<file path="config.mk">
export PLATFORM = sky130hd
export DESIGN_NAME = ddr_init_seq
export DESIGN_NICKNAME = d
export VERILOG_FILES = /design/src/rtl/ddr_init_pkg.sv /design/src/rtl/ddr_init_timer.sv /design/src/rtl/ddr_init_decode.sv /design/src/rtl/ddr_init_seq.sv
export SDC_FILE = /design/constraint.sdc
export NUM_CORES = 1
export LEC_CHECK = 0
export BUFFER_PORTS_ARGS = -buffer_cell sky130_fd_sc_hd__buf_2
export CAP_MARGIN = 20
export CORE_MARGIN = 2
export CORE_UTILIZATION = 55
export DETAILED_ROUTE_END_ITERATION = 10
export GPL_TIMING_DRIVEN = 0
export HOLD_SLACK_MARGIN = 0.12
export PLACE_DENSITY_LB_ADDON = 0.1
export SLEW_MARGIN = 20
export SYNTH_ARGS = -nofsm -noshare
export SYNTH_HDL_FRONTEND = slang
export SYNTH_HIERARCHICAL = 1
export SYNTH_SLANG_ARGS = --single-unit
</file>
<file path="constraint.sdc">
create_clock -name clk -period 5.9 [get_ports clk]
set_input_delay 0.59 -clock clk [delete_from_list [all_inputs] [get_ports clk]]
set_output_delay 0.59 -clock clk [all_outputs]
set_load 0.05 [all_outputs]
</file>
<file path="src/rtl/ddr_init_pkg.sv">
package ddr_init_pkg;

    typedef enum logic [2:0] {
        CMD_NONE      = 3'd0,
        CMD_PRECHARGE = 3'd1,
        CMD_LOAD_EXT  = 3'd2,
        CMD_LOAD_MODE = 3'd3,
        CMD_REFRESH   = 3'd4
    } cmd_t;

    typedef enum logic [3:0] {
        S_IDLE,
        S_PRE1,
        S_EMR,
        S_MR_RST,
        S_DLL_WAIT,
        S_PRE2,
        S_REF1,
        S_REF2,
        S_MR_OP,
        S_DONE
    } step_t;

    // Mode register field positions
    localparam int MR_BL_LSB  = 0;
    localparam int MR_CL_LSB  = 4;
    localparam int MR_DLL_BIT = 8;
    localparam logic [2:0] MR_BL_TWO = 3'b001;

    localparam int POWERUP_PS = 200_000_000;

    function automatic int power_up_cycles(input int period_ps);
        return (POWERUP_PS + period_ps - 1) / period_ps;
    endfunction

endpackage

</file>
<file path="src/rtl/ddr_init_timer.sv">
module ddr_init_timer #(
    parameter int CNT_W = 16
) (
    input  logic             clk,
    input  logic             rst,
    input  logic             clr,
    output logic [CNT_W-1:0] count
);
    localparam logic [CNT_W-1:0] CNT_MAX = '1;

    always_ff @(posedge clk) begin
        if (rst || clr)
            count <= '0;
        else if (count != CNT_MAX)
            count <= count + 1'b1;
    end
endmodule

</file>
<file path="src/rtl/ddr_init_decode.sv">
module ddr_init_decode
    import ddr_init_pkg::*;
#(
    parameter int CAS_LAT = 2,
    parameter int ROW_W   = 13,
    parameter int BANK_W  = 2
) (
    input  step_t             step,
    output logic              req,
    output cmd_t              code,
    output logic [BANK_W-1:0] bank,
    output logic [ROW_W-1:0]  value
);
    logic [ROW_W-1:0] mode_base;

    always_comb begin
        mode_base = '0;
        mode_base[MR_BL_LSB +: 3] = MR_BL_TWO;
        mode_base[MR_CL_LSB +: 3] = 3'(CAS_LAT);
    end

    always_comb begin
        req   = 1'b1;
        code  = CMD_NONE;
        bank  = '0;
        value = '0;
        case (step)
            S_PRE1, S_PRE2: code = CMD_PRECHARGE;
            S_EMR: begin
                code = CMD_LOAD_EXT;
                bank = BANK_W'(1);
            end
            S_MR_RST: begin
                code  = CMD_LOAD_MODE;
                value = mode_base;
                value[MR_DLL_BIT] = 1'b1;
            end
            S_REF1, S_REF2: code = CMD_REFRESH;
            S_MR_OP: begin
                code  = CMD_LOAD_MODE;
                value = mode_base;
            end
            default: req = 1'b0;
        endcase
    end
endmodule

</file>
<file path="src/rtl/ddr_init_seq.sv">
module ddr_init_seq
    import ddr_init_pkg::*;
#(
    parameter int CLK_PERIOD_PS = 10000,
    parameter int WAIT_OVERRIDE = 0,
    parameter int DLL_WAIT_CYC  = 200,
    parameter int CAS_LAT       = 2,
    parameter int ROW_W         = 13,
    parameter int BANK_W        = 2
) (
    input  logic              clk,
    input  logic              rst,
    input  logic              cmd_done,
    output logic              cmd_req,
    output logic [2:0]        cmd_code,
    output logic [BANK_W-1:0] mode_bank,
    output logic [ROW_W-1:0]  mode_value,
    output logic              init_done
);
    localparam int WAIT_CYC = (WAIT_OVERRIDE > 0) ? WAIT_OVERRIDE
                                                  : power_up_cycles(CLK_PERIOD_PS);
    localparam int MAX_CYC  = (WAIT_CYC > DLL_WAIT_CYC) ? WAIT_CYC : DLL_WAIT_CYC;
    localparam int CNT_W    = $clog2(MAX_CYC + 1);
    localparam logic [CNT_W-1:0] WAIT_LAST = CNT_W'(WAIT_CYC - 1);
    localparam logic [CNT_W-1:0] DLL_LAST  = CNT_W'(DLL_WAIT_CYC - 1);
    localparam logic [CNT_W-1:0] WAIT_FULL = CNT_W'(WAIT_CYC);

    step_t            st, nx;
    cmd_t             code;
    logic [CNT_W-1:0] cnt;
    logic [CNT_W-1:0] age;

    ddr_init_timer #(.CNT_W(CNT_W)) u_step_timer (
        .clk(clk), .rst(rst), .clr(st != nx), .count(cnt)
    );

    ddr_init_timer #(.CNT_W(CNT_W)) u_age_timer (
        .clk(clk), .rst(rst), .clr(1'b0), .count(age)
    );

    ddr_init_decode #(.CAS_LAT(CAS_LAT), .ROW_W(ROW_W), .BANK_W(BANK_W)) u_decode (
        .step(st), .req(cmd_req), .code(code), .bank(mode_bank), .value(mode_value)
    );

    assign cmd_code  = code;
    assign init_done = (st == S_DONE);

    always_comb begin
        nx = st;
        case (st)
            S_IDLE:     if (cnt == WAIT_LAST) nx = S_PRE1;
            S_PRE1:     if (cmd_done) nx = S_EMR;
            S_EMR:      if (cmd_done) nx = S_MR_RST;
            S_MR_RST:   if (cmd_done) nx = S_DLL_WAIT;
            S_DLL_WAIT: if (cnt == DLL_LAST) nx = S_PRE2;
            S_PRE2:     if (cmd_done) nx = S_REF1;
            S_REF1:     if (cmd_done) nx = S_REF2;
            S_REF2:     if (cmd_done) nx = S_MR_OP;
            S_MR_OP:    if (cmd_done) nx = S_DONE;
            default:    nx = st;
        endcase
    end

    always_ff @(posedge clk) begin
        if (rst) st <= S_IDLE;
        else     st <= nx;
    end

    assert_no_early_req_R1: assert property (@(posedge clk) disable iff (rst)
        cmd_req |-> (age >= WAIT_FULL));

    assert_req_hold_R3: assert property (@(posedge clk) disable iff (rst)
        (cmd_req && !cmd_done) |=> (cmd_req && $stable(cmd_code) && $stable(mode_value)));

    assert_dll_gap_R4: assert property (@(posedge clk) disable iff (rst)
        ($fell(cmd_req) && !init_done) |-> $past(mode_value[MR_DLL_BIT]));

    assert_done_entry_R6: assert property (@(posedge clk) disable iff (rst)
        $rose(init_done) |-> ($past(cmd_done) && ($past(cmd_code) == CMD_LOAD_MODE)));

    assert_done_sticky_R6: assert property (@(posedge clk) disable iff (rst)
        init_done |=> (init_done && !cmd_req));

    assert_reset_clear_R7: assert property (@(posedge clk)
        $past(rst) |-> (!cmd_req && !init_done));

endmodule

</file>
==> results_dict.tcl, run 1 <==
set metrics [dict create \
    hold_path.class "in -> reg" \
    die_h_um 51.4 \
    min_path_cells 2 \
    maxCapViolations 0 \
    firstDrtPassIters 4 \
    ys_ff_latch 19 \
    rr_endpoint "u_step_timer/count[14]" \
    synthArstFlopShare 0 \
    r2r_setup_slack_ns 3.48 \
    grt_max_degree 18 \
    cp_max_fo 17 \
    cts_hold_buf 0 \
    critPathLaunchType "flip-flop" \
    vdd_ir_drop_max_mv 0.150 \
    clock-sinks 19 \
    cp.arrival_ns 1.91 \
    critPathKind "reg -> out" \
    htreeDepth 1 \
    post_cts_buffers 0 \
    p_leak_nw 0.520 \
    clock_latency_ns 0.31 \
    die-width_um 51.4 \
    holdPathEnd "st[1]" \
    highest_layer "met4" \
    fmax_ghz 0.400 \
    hpwl_um 1960 \
    route.met2.wl_um 1340 \
    rr_startpoint "st[2]" \
    syn_to_final_growth_pct 12.6 \
    ios 23 \
    grt_pass1_wl_um 4540 \
    start_util 0.570 \
    drive_gt1_frac 0.209 \
    antenna_cells 0 \
    mostFrequentLayoutCells "dfxtp_1, nor2_1, buf_2, a21oi_1, buf_4" \
    grt_pass1_vias 1034 \
    clk_pin_slew_worst_paths_ns 0.11 \
    drt_iter0_drc 41 \
    fillerInstances 195 \
    core_area_um2 2170 \
    detail-route-antenna-nets 0 \
    period_share 0.424 \
    syn_area_um2 1240 \
    track_usage 0.225 \
    root_buffer "clkbuf_4" \
    ys.flop_type "dfxtp_1" \
    overflow 0 \
    clock-skew-final_ns 0.00137 \
    viasPerCell 5.76 \
    synth_cell_types 51 \
    wl_met1_um 1180 \
    dieArea_um2 2640 \
    crit_path_end_kind "output port" \
    cpPeakStageDelay_ns 0.62 \
    wire_per_inst_um 13.2 \
    io_buffers 11 \
    cp_slowest_cell "dfxtp_1" \
    min-delay-start "rst" \
    drc 0 \
    rsz0062_at_grt "no" \
    cts_resized 0 \
    cts_tree "done" \
    cp_cell_sequence "or3b_1, a21oi_1, buf_4, buf_2" \
    tns_ns 0 \
    p_per_area_nw_per_um2 167 \
    r2r_cells 8 \
    synth_edf_count 0 \
    crit_required_ns 5.31 \
    syn_area_per_cell_um2 8.13 \
    synth_warnings 6 \
    drv_slew 0 \
    finish.utilization 0.641 \
    setup_viol 0 \
    routed_wl_um 2710 \
    nets 182 \
    mostFrequentLayoutCell "dfxtp_1" \
    hold_violations 0 \
    seq_area_frac_synth 0.308 \
    total_power_mw 0.232 \
    numCtsBuffers 3 \
    timing.hold.ws_ns 0.521 \
    antenna_found_initial 0 \
    cts.path.max_buffers 2 \
    gp_congestion 0.956 \
    vias 1181 \
    route.met3.wl_um 134 \
    syn_inst 152 \
    fin_crit_ns 2.50 \
    status "finished clean" \
    rows 17 \
]
[stage by stage]
stage,setup slack [ns],cells,instance area [um2]
3_5_place_dp,3.51,201,1360
4_1_cts,3.40,205,1390
3_3_place_gp,3.55,201,1360
5_1_grt,3.24,205,1390
2_1_floorplan,3.23,162,1270
6_report,3.40,205,1390
[per-layer routing]
metal	GRT usage	vias up
li1	-	594
met1	0.264	547
met2	0.404	35
met3	0.0263	5
met4	0.105	0
met5	0	-
[cells in the mapped netlist (2+ instances only)]
cell type | count | area share
nor3_1 | 2 | 0.0081
xor2_1 | 2 | 0.014
inv_1 | 6 | 0.018
o311ai_0 | 2 | 0.014
nor3b_1 | 4 | 0.024
dfxtp_1 | 19 | 0.31
nor2_1 | 15 | 0.046
nand4_1 | 7 | 0.035
o31ai_1 | 3 | 0.018
nand3_1 | 5 | 0.020
o21ai_0 | 8 | 0.032
o21a_1 | 2 | 0.012
or2_1 | 2 | 0.010
xnor2_1 | 2 | 0.014
a41oi_1 | 2 | 0.014
nor4b_1 | 2 | 0.014
or4_1 | 3 | 0.018
buf_4 | 12 | 0.073
a21oi_1 | 12 | 0.049
or3_1 | 3 | 0.015
nor4_1 | 3 | 0.015
nand2_1 | 5 | 0.015
clkbuf_1 | 3 | 0.0091
[worst max-delay path by stage]
stage,from,to,slack (ns),depth (start not counted)
floorplan,st[3],mode_bank[0],3.23,1
global placement,st[2],u_step_timer/count[13],3.55,8
detailed placement,st[2],u_step_timer/count[14],3.51,8
CTS,st[3],mode_value[5],3.40,4
global route,st[2],u_step_timer/count[14],3.24,8
finish,st[3],mode_value[5],3.40,4
[cell families (layout without fill, tap and decap cells)]
logic type | count (synthesis) | in the layout | synth area share
compound gates | 38 | 38 | 0.201
xor+xnor | 4 | 4 | 0.0283
fa+ha+maj | 1 | 1 | 0.0101
buf+inv | 23 | 38 | 0.113
flops | 19 | 19 | 0.308
mux | 1 | 1 | 0.00810
other cells | 1 | 11 | 0.00303
simple gates | 65 | 65 | 0.328
[power breakdown]
| part | internal (mW) | leakage, nW | switching [mW] | total, mW |
|---|---|---|---|---|
| Sequential | 0.130 | 0.154 | 0.00306 | 0.133 |
| Clock | 0.0254 | 0.0177 | 0.0436 | 0.0691 |
| Combinational | 0.00844 | 0.349 | 0.0217 | 0.0302 |
[registers in the layout, summed over array words and instances (netlist names)]
| signal | cells |
|---|---|
| u_step_timer/count | 15 |
| st | 4 |
[critical path, delay by kind of cell, from the launching register on]
kind / cells / cell delay (ns)
compound gates: 1 / 0.18
simple gates: 1 / 0.43
flops: 1 / 0.62
buf+inv: 2 / 0.37
[layout make-up]
class,count,area [um2],share of cell area
Buffer,17,118,0.0845
Clock buffer,3,22.5,0.0162
Clock inverter,1,5.00,0.00360
Inverter,6,22.5,0.0162
Multi-Input combinational cell,120,753,0.541
Sequential cell,19,380,0.273
Tap cell,28,35.0,0.0252
Timing Repair Buffer,11,55.1,0.0396
Power figures use the tool's default switching activity.
==> run 2: changes to the inputs <==
--- a/config.mk
+++ b/config.mk
@@ -8,7 +8,7 @@
 export BUFFER_PORTS_ARGS = -buffer_cell sky130_fd_sc_hd__buf_2
 export CAP_MARGIN = 20
 export CORE_MARGIN = 2
-export CORE_UTILIZATION = 55
+export CORE_UTILIZATION = 49
 export DETAILED_ROUTE_END_ITERATION = 10
 export GPL_TIMING_DRIVEN = 0
 export HOLD_SLACK_MARGIN = 0.12
==> constraint.sdc (replaced) <==
create_clock -name clk -period 2.2 [get_ports clk]
set_input_delay 0.22 -clock clk [delete_from_list [all_inputs] [get_ports clk]]
set_output_delay 0.22 -clock clk [all_outputs]
set_load 0.05 [all_outputs]
==> results_dict.tcl, run 2 (synthesis results as in run 1) <==
set metrics [dict create \
    status "finished clean" \
    clock_power_share 0.286 \
    track_usage 0.205 \
    drc 0 \
    mostFrequentLayoutCell "dfxtp_1" \
    io_buffers 11 \
    clock-sinks 19 \
    die-width_um 54.2 \
    multi_input_area_um2 763 \
    numCtsBuffers 3 \
    placed_area_um2 1380 \
    p_int_mw 0.443 \
    syn_to_final_growth_pct 14.4 \
    crit_required_ns 2.40 \
    cp.arrival_ns 2.20 \
    clock_latency_ns 0.30 \
    clk_pin_slew_worst_paths_ns 0.11 \
    cts.path.max_buffers 2 \
    routed_wl_um 2640 \
    start_util 0.508 \
    hpwl_um 1990 \
    antenna_cells 0 \
    drv_slew 0 \
    dp.cells 203 \
    rsz0062_at_grt "no" \
    viasPerCell 5.77 \
    seqCellArea_um2 384 \
    hold_path.class "in -> reg" \
    fin_crit_ns 2.00 \
    period_share 0.908 \
    mostFrequentLayoutCells "dfxtp_1, nor2_1, buf_2, buf_4" \
    clock-skew-final_ns 0.00739 \
    setup_viol 0 \
    cts_hold_buf 0 \
    antenna_found_initial 0 \
    top_regs "u_step_timer/count: 15 flops, st: 4 flops" \
    post_layout_nonfiller_instances 206 \
    nets 181 \
    die_h_um 54.2 \
    cp_max_fo 10 \
    grt_pass1_vias 1037 \
    p_leak_nw 0.529 \
    critPathKind "reg -> reg" \
    core_area_um2 2430 \
    hold_violations 0 \
    sw_frac_of_total 0.278 \
    htreeDepth 1 \
    dieArea_um2 2940 \
    critPathLaunchType "flip-flop" \
    ios 23 \
    firstDrtPassIters 4 \
    maxCapViolations 0 \
    crit_path_end_kind "flip-flop" \
    p_switching_mw 0.170 \
    detail-route-antenna-nets 0 \
    largest_register_ffs 15 \
    grt_pass1_wl_um 4400 \
    comb_power_share 0.132 \
    vdd_ir_drop_max_mv 0.350 \
    top_register "u_step_timer/count" \
    wire_per_inst_um 12.8 \
    rows 18 \
    gp_congestion 0.836 \
    drt_iter0_drc 24 \
    overflow 0 \
    cts_tree "done" \
    pwr-share-seq 0.582 \
    design_area_um2 1410 \
    vias 1189 \
    timing.hold.ws_ns 0.153 \
    fillerInstances 242 \
    post_cts_buffers 0 \
    p_per_area_nw_per_um2 434 \
    total_power_mw 0.613 \
    drive_gt1_frac 0.244 \
    grt_max_degree 18 \
    root_buffer "clkbuf_4" \
    fmax_ghz 0.501 \
]
## run 2: cell types whose count changed in the layout (fill, tap and decap cells not counted)
cell	delta
clkinv_2	-1
nor4b_1	-1
clkbuf_8	+1
dfxtp_1	-3
clkbuf_2	+1
dfxtp_2	+3
clkbuf_1	-2
a21oi_2	+1
nor4b_2	+1
a21oi_1	-1
## run 2: worst max-delay path, cell delays in order, from the launching register on
cell      delay, ns
dfxtp_2        0.42
buf_6          0.16
and4bb_2       0.23
nand4_1        0.08
o31a_1         0.17
o21ai_0        0.11
or2_2          0.38
o41ai_1        0.33
## run 2: repair_timing
action	4_1_cts	5_1_grt
hold endpoints to repair	0	0
resized for setup	5	3
gates cloned	0	0
setup endpoints to repair	11	14
## run 2: final cells by class
cell class,instances,area share
inverter,6,0.0159
clock buffer,4,0.0186
tap,30,0.0265
sequential,19,0.272
timing repair buffer,11,0.0389
buffer,16,0.0885
multi-input combinational,120,0.540
## run 2: path summary, 6_finish.rpt
| kind | startpoint | endpoint | slack (ns) | cells after the start |
|---|---|---|---|---|
| max | st[1] | u_step_timer/count[7] | 0.20 | 7 |
| min | rst | st[1] | 0.15 | 2 |
| max reg2reg | st[1] | u_step_timer/count[7] | 0.20 | 7 |
| min reg2reg | u_step_timer/count[11] | u_step_timer/count[11] | 0.54 | 2 |
## run 2: per-stage QoR
step                 util  TNS, ns  worst slack [ns]
floorplan               -        0             0.144
global placement    0.566    -1.84            -0.198
detailed placement  0.566    -2.44            -0.255
CTS                 0.582        0            0.0425
global route        0.581        0            0.0319
finish              0.581        0             0.203
## run 2: power by group through the flow
| stage | Sequential, mW | Combinational [mW] | Clock (mW) |
|---|---|---|---|
| after floorplan | 0.363 | 0.0709 | 0 |
| after global routing | 0.359 | 0.0867 | 0.201 |
| after detailed placement | 0.365 | 0.0786 | 0 |
| after global placement | 0.365 | 0.0782 | 0 |
| final | 0.357 | 0.0810 | 0.176 |
| after CTS | 0.357 | 0.0806 | 0.185 |
## run 2: routing by layer
metal	wire, um	GRT usage	vias up
met2	1330	0.367	30
li1	-	-	598
met4	34	0.0750	0
met1	1140	0.241	556
met5	0	0	-
met3	146	0.0355	5
==> run 3: changes to the inputs <==
--- a/config.mk
+++ b/config.mk
@@ -7,13 +7,15 @@
 export LEC_CHECK = 0
 export BUFFER_PORTS_ARGS = -buffer_cell sky130_fd_sc_hd__buf_2
 export CAP_MARGIN = 20
+export CELL_PAD_IN_SITES_DETAIL_PLACEMENT = 0
+export CELL_PAD_IN_SITES_GLOBAL_PLACEMENT = 2
 export CORE_MARGIN = 2
-export CORE_UTILIZATION = 49
+export CORE_UTILIZATION = 28
 export DETAILED_ROUTE_END_ITERATION = 10
 export GPL_TIMING_DRIVEN = 0
 export HOLD_SLACK_MARGIN = 0.12
+export MAX_ROUTING_LAYER = met4
 export PLACE_DENSITY_LB_ADDON = 0.1
-export SLEW_MARGIN = 20
 export SYNTH_ARGS = -nofsm -noshare
 export SYNTH_HDL_FRONTEND = slang
 export SYNTH_HIERARCHICAL = 1
==> results_dict.tcl, run 3 (synthesis results as in run 1) <==
set metrics [dict create \
    status "finished clean" \
    cts.path.max_buffers 2 \
    p_per_area_nw_per_um2 475 \
    io_buffers 11 \
    top_register "u_step_timer/count" \
    drv_slew 0 \
    detail-route-antenna-nets 0 \
    seqCellArea_um2 384 \
    clock_power_share 0.366 \
    drt_iter0_drc 62 \
    clock-sinks 19 \
    critPathKind "reg -> reg" \
    pwr-share-seq 0.518 \
    rsz0062_at_grt "no" \
    vdd_ir_drop_max_mv 0.190 \
    r2r_setup_slack_ns 0.23 \
    period_share 0.895 \
    htreeDepth 1 \
    hpwl_um 2170 \
    root_buffer "clkbuf_8" \
    die-width_um 70.4 \
    grt_pass1_vias 1095 \
    track_usage 0.129 \
    drc 0 \
    post_cts_buffers 0 \
    wire_per_inst_um 12.6 \
    maxCapViolations 0 \
    hold_path.class "in -> reg" \
    crit_required_ns 2.36 \
    grt_max_degree 18 \
    rows 24 \
    p_leak_nw 0.534 \
    overflow 0 \
    clk_pin_slew_worst_paths_ns 0.07 \
    mostFrequentLayoutCell "dfxtp_1" \
    min_path_cells 2 \
    p_int_mw 0.500 \
    hold_violations 0 \
    mostFrequentLayoutCells "dfxtp_1, nor2_1, buf_2, buf_4" \
    grt_pass1_wl_um 5070 \
    numCtsBuffers 3 \
    rr_startpoint "st[1]" \
    critPathLaunchType "flip-flop" \
    routed_wl_um 2880 \
    p_switching_mw 0.190 \
    setup_viol 0 \
    nets 181 \
    syn_to_final_growth_pct 17.6 \
    firstDrtPassIters 4 \
    ios 23 \
    multi_input_area_um2 763 \
    cp_max_fo 10 \
    dieArea_um2 4960 \
    cp.arrival_ns 2.13 \
    comb_power_share 0.116 \
    cts_tree "done" \
    setup_ws_ns 0.232 \
    start_util 0.288 \
    crit_start "st[1]" \
    total_power_mw 0.690 \
    fillerInstances 467 \
    viasPerCell 5.16 \
    top_regs "u_step_timer/count: 15 flops, st: 4 flops" \
    crit_path_end_kind "flip-flop" \
    dp_slack_ns -0.381 \
    sw_frac_of_total 0.275 \
    die_h_um 70.4 \
    rr_endpoint "u_step_timer/count[7]" \
    antenna_found_initial 0 \
    vias 1177 \
    clock_latency_ns 0.26 \
    fmax_ghz 0.508 \
    gp_congestion 0.731 \
    fin_crit_ns 1.97 \
    antenna_cells 0 \
    largest_register_ffs 15 \
    core_area_um2 4290 \
    endpoint "u_step_timer/count[7]" \
    r2r_cells 7 \
    tns_ns 0 \
    clock-skew-final_ns 0.00272 \
    drive_gt1_frac 0.244 \
]
==> run 3: how the worst min path moves through the flow <==
stage	start	end	slack [ns]
finish	rst	st[1]	0.21
global route	rst	st[1]	0.22
CTS	rst	st[2]	0.21
detailed placement	rst	st[1]	0.49
global placement	rst	st[1]	0.50
floorplan	rst	st[1]	0.29
==> run 3: critical path, stage by stage, from the launching register on <==
cell and delay (ns):
dfxtp_2 0.42, buf_6 0.16, and4bb_2 0.23, nand4_1 0.08, o31a_1 0.18, o21ai_1 0.09
or2_2 0.38, o41ai_1 0.33
==> run 3: repair_timing <==
item / 4_1_cts / 5_1_grt
endpoints found under the hold margin: 0 / 0
hold buffers: 0 / 0
setup endpoints to repair: 11 / 13
resized for setup: 3 / 5
pin swaps: 0 / 0
==> run 3: power groups by stage <==
stage          clock network, mW  logic [mW]  registers [mW]
2_1_floorplan                  0      0.0709           0.363
3_3_place_gp                   0      0.0792           0.365
3_5_place_dp                   0      0.0796           0.365
4_1_cts                    0.261      0.0800           0.357
5_1_grt                    0.279      0.0852           0.358
6_report                   0.253      0.0803           0.357
==> run 3: per-layer routing <==
layer  GRT usage  vias to the layer above  share of wire
met5           -                        -              0
met2       0.208                       23           0.46
met1       0.160                      555           0.48
li1            -                      594              -
met4      0.0449                        0          0.016
met3      0.0260                        5          0.047
==> run 3: cell type report <==
cell class / instances / area share
Multi-Input combinational cell: 120 / 0.525
Sequential cell: 19 / 0.264
Buffer: 16 / 0.0818
Tap cell: 52 / 0.0448
Timing Repair Buffer: 11 / 0.0379
Clock buffer: 4 / 0.0310
Inverter: 6 / 0.0155
==> run 3: per-stage QoR <==
stage                     cell area (um2)  utilization  hold WS, ns  cells
after floorplan                      1280            -        0.292    162
after global placement               1400        0.327        0.497    225
after detailed placement             1400        0.327        0.493    225
after CTS                            1450        0.338        0.210    228
after global routing                 1450        0.339        0.222    228
final                                1450        0.339        0.205    228
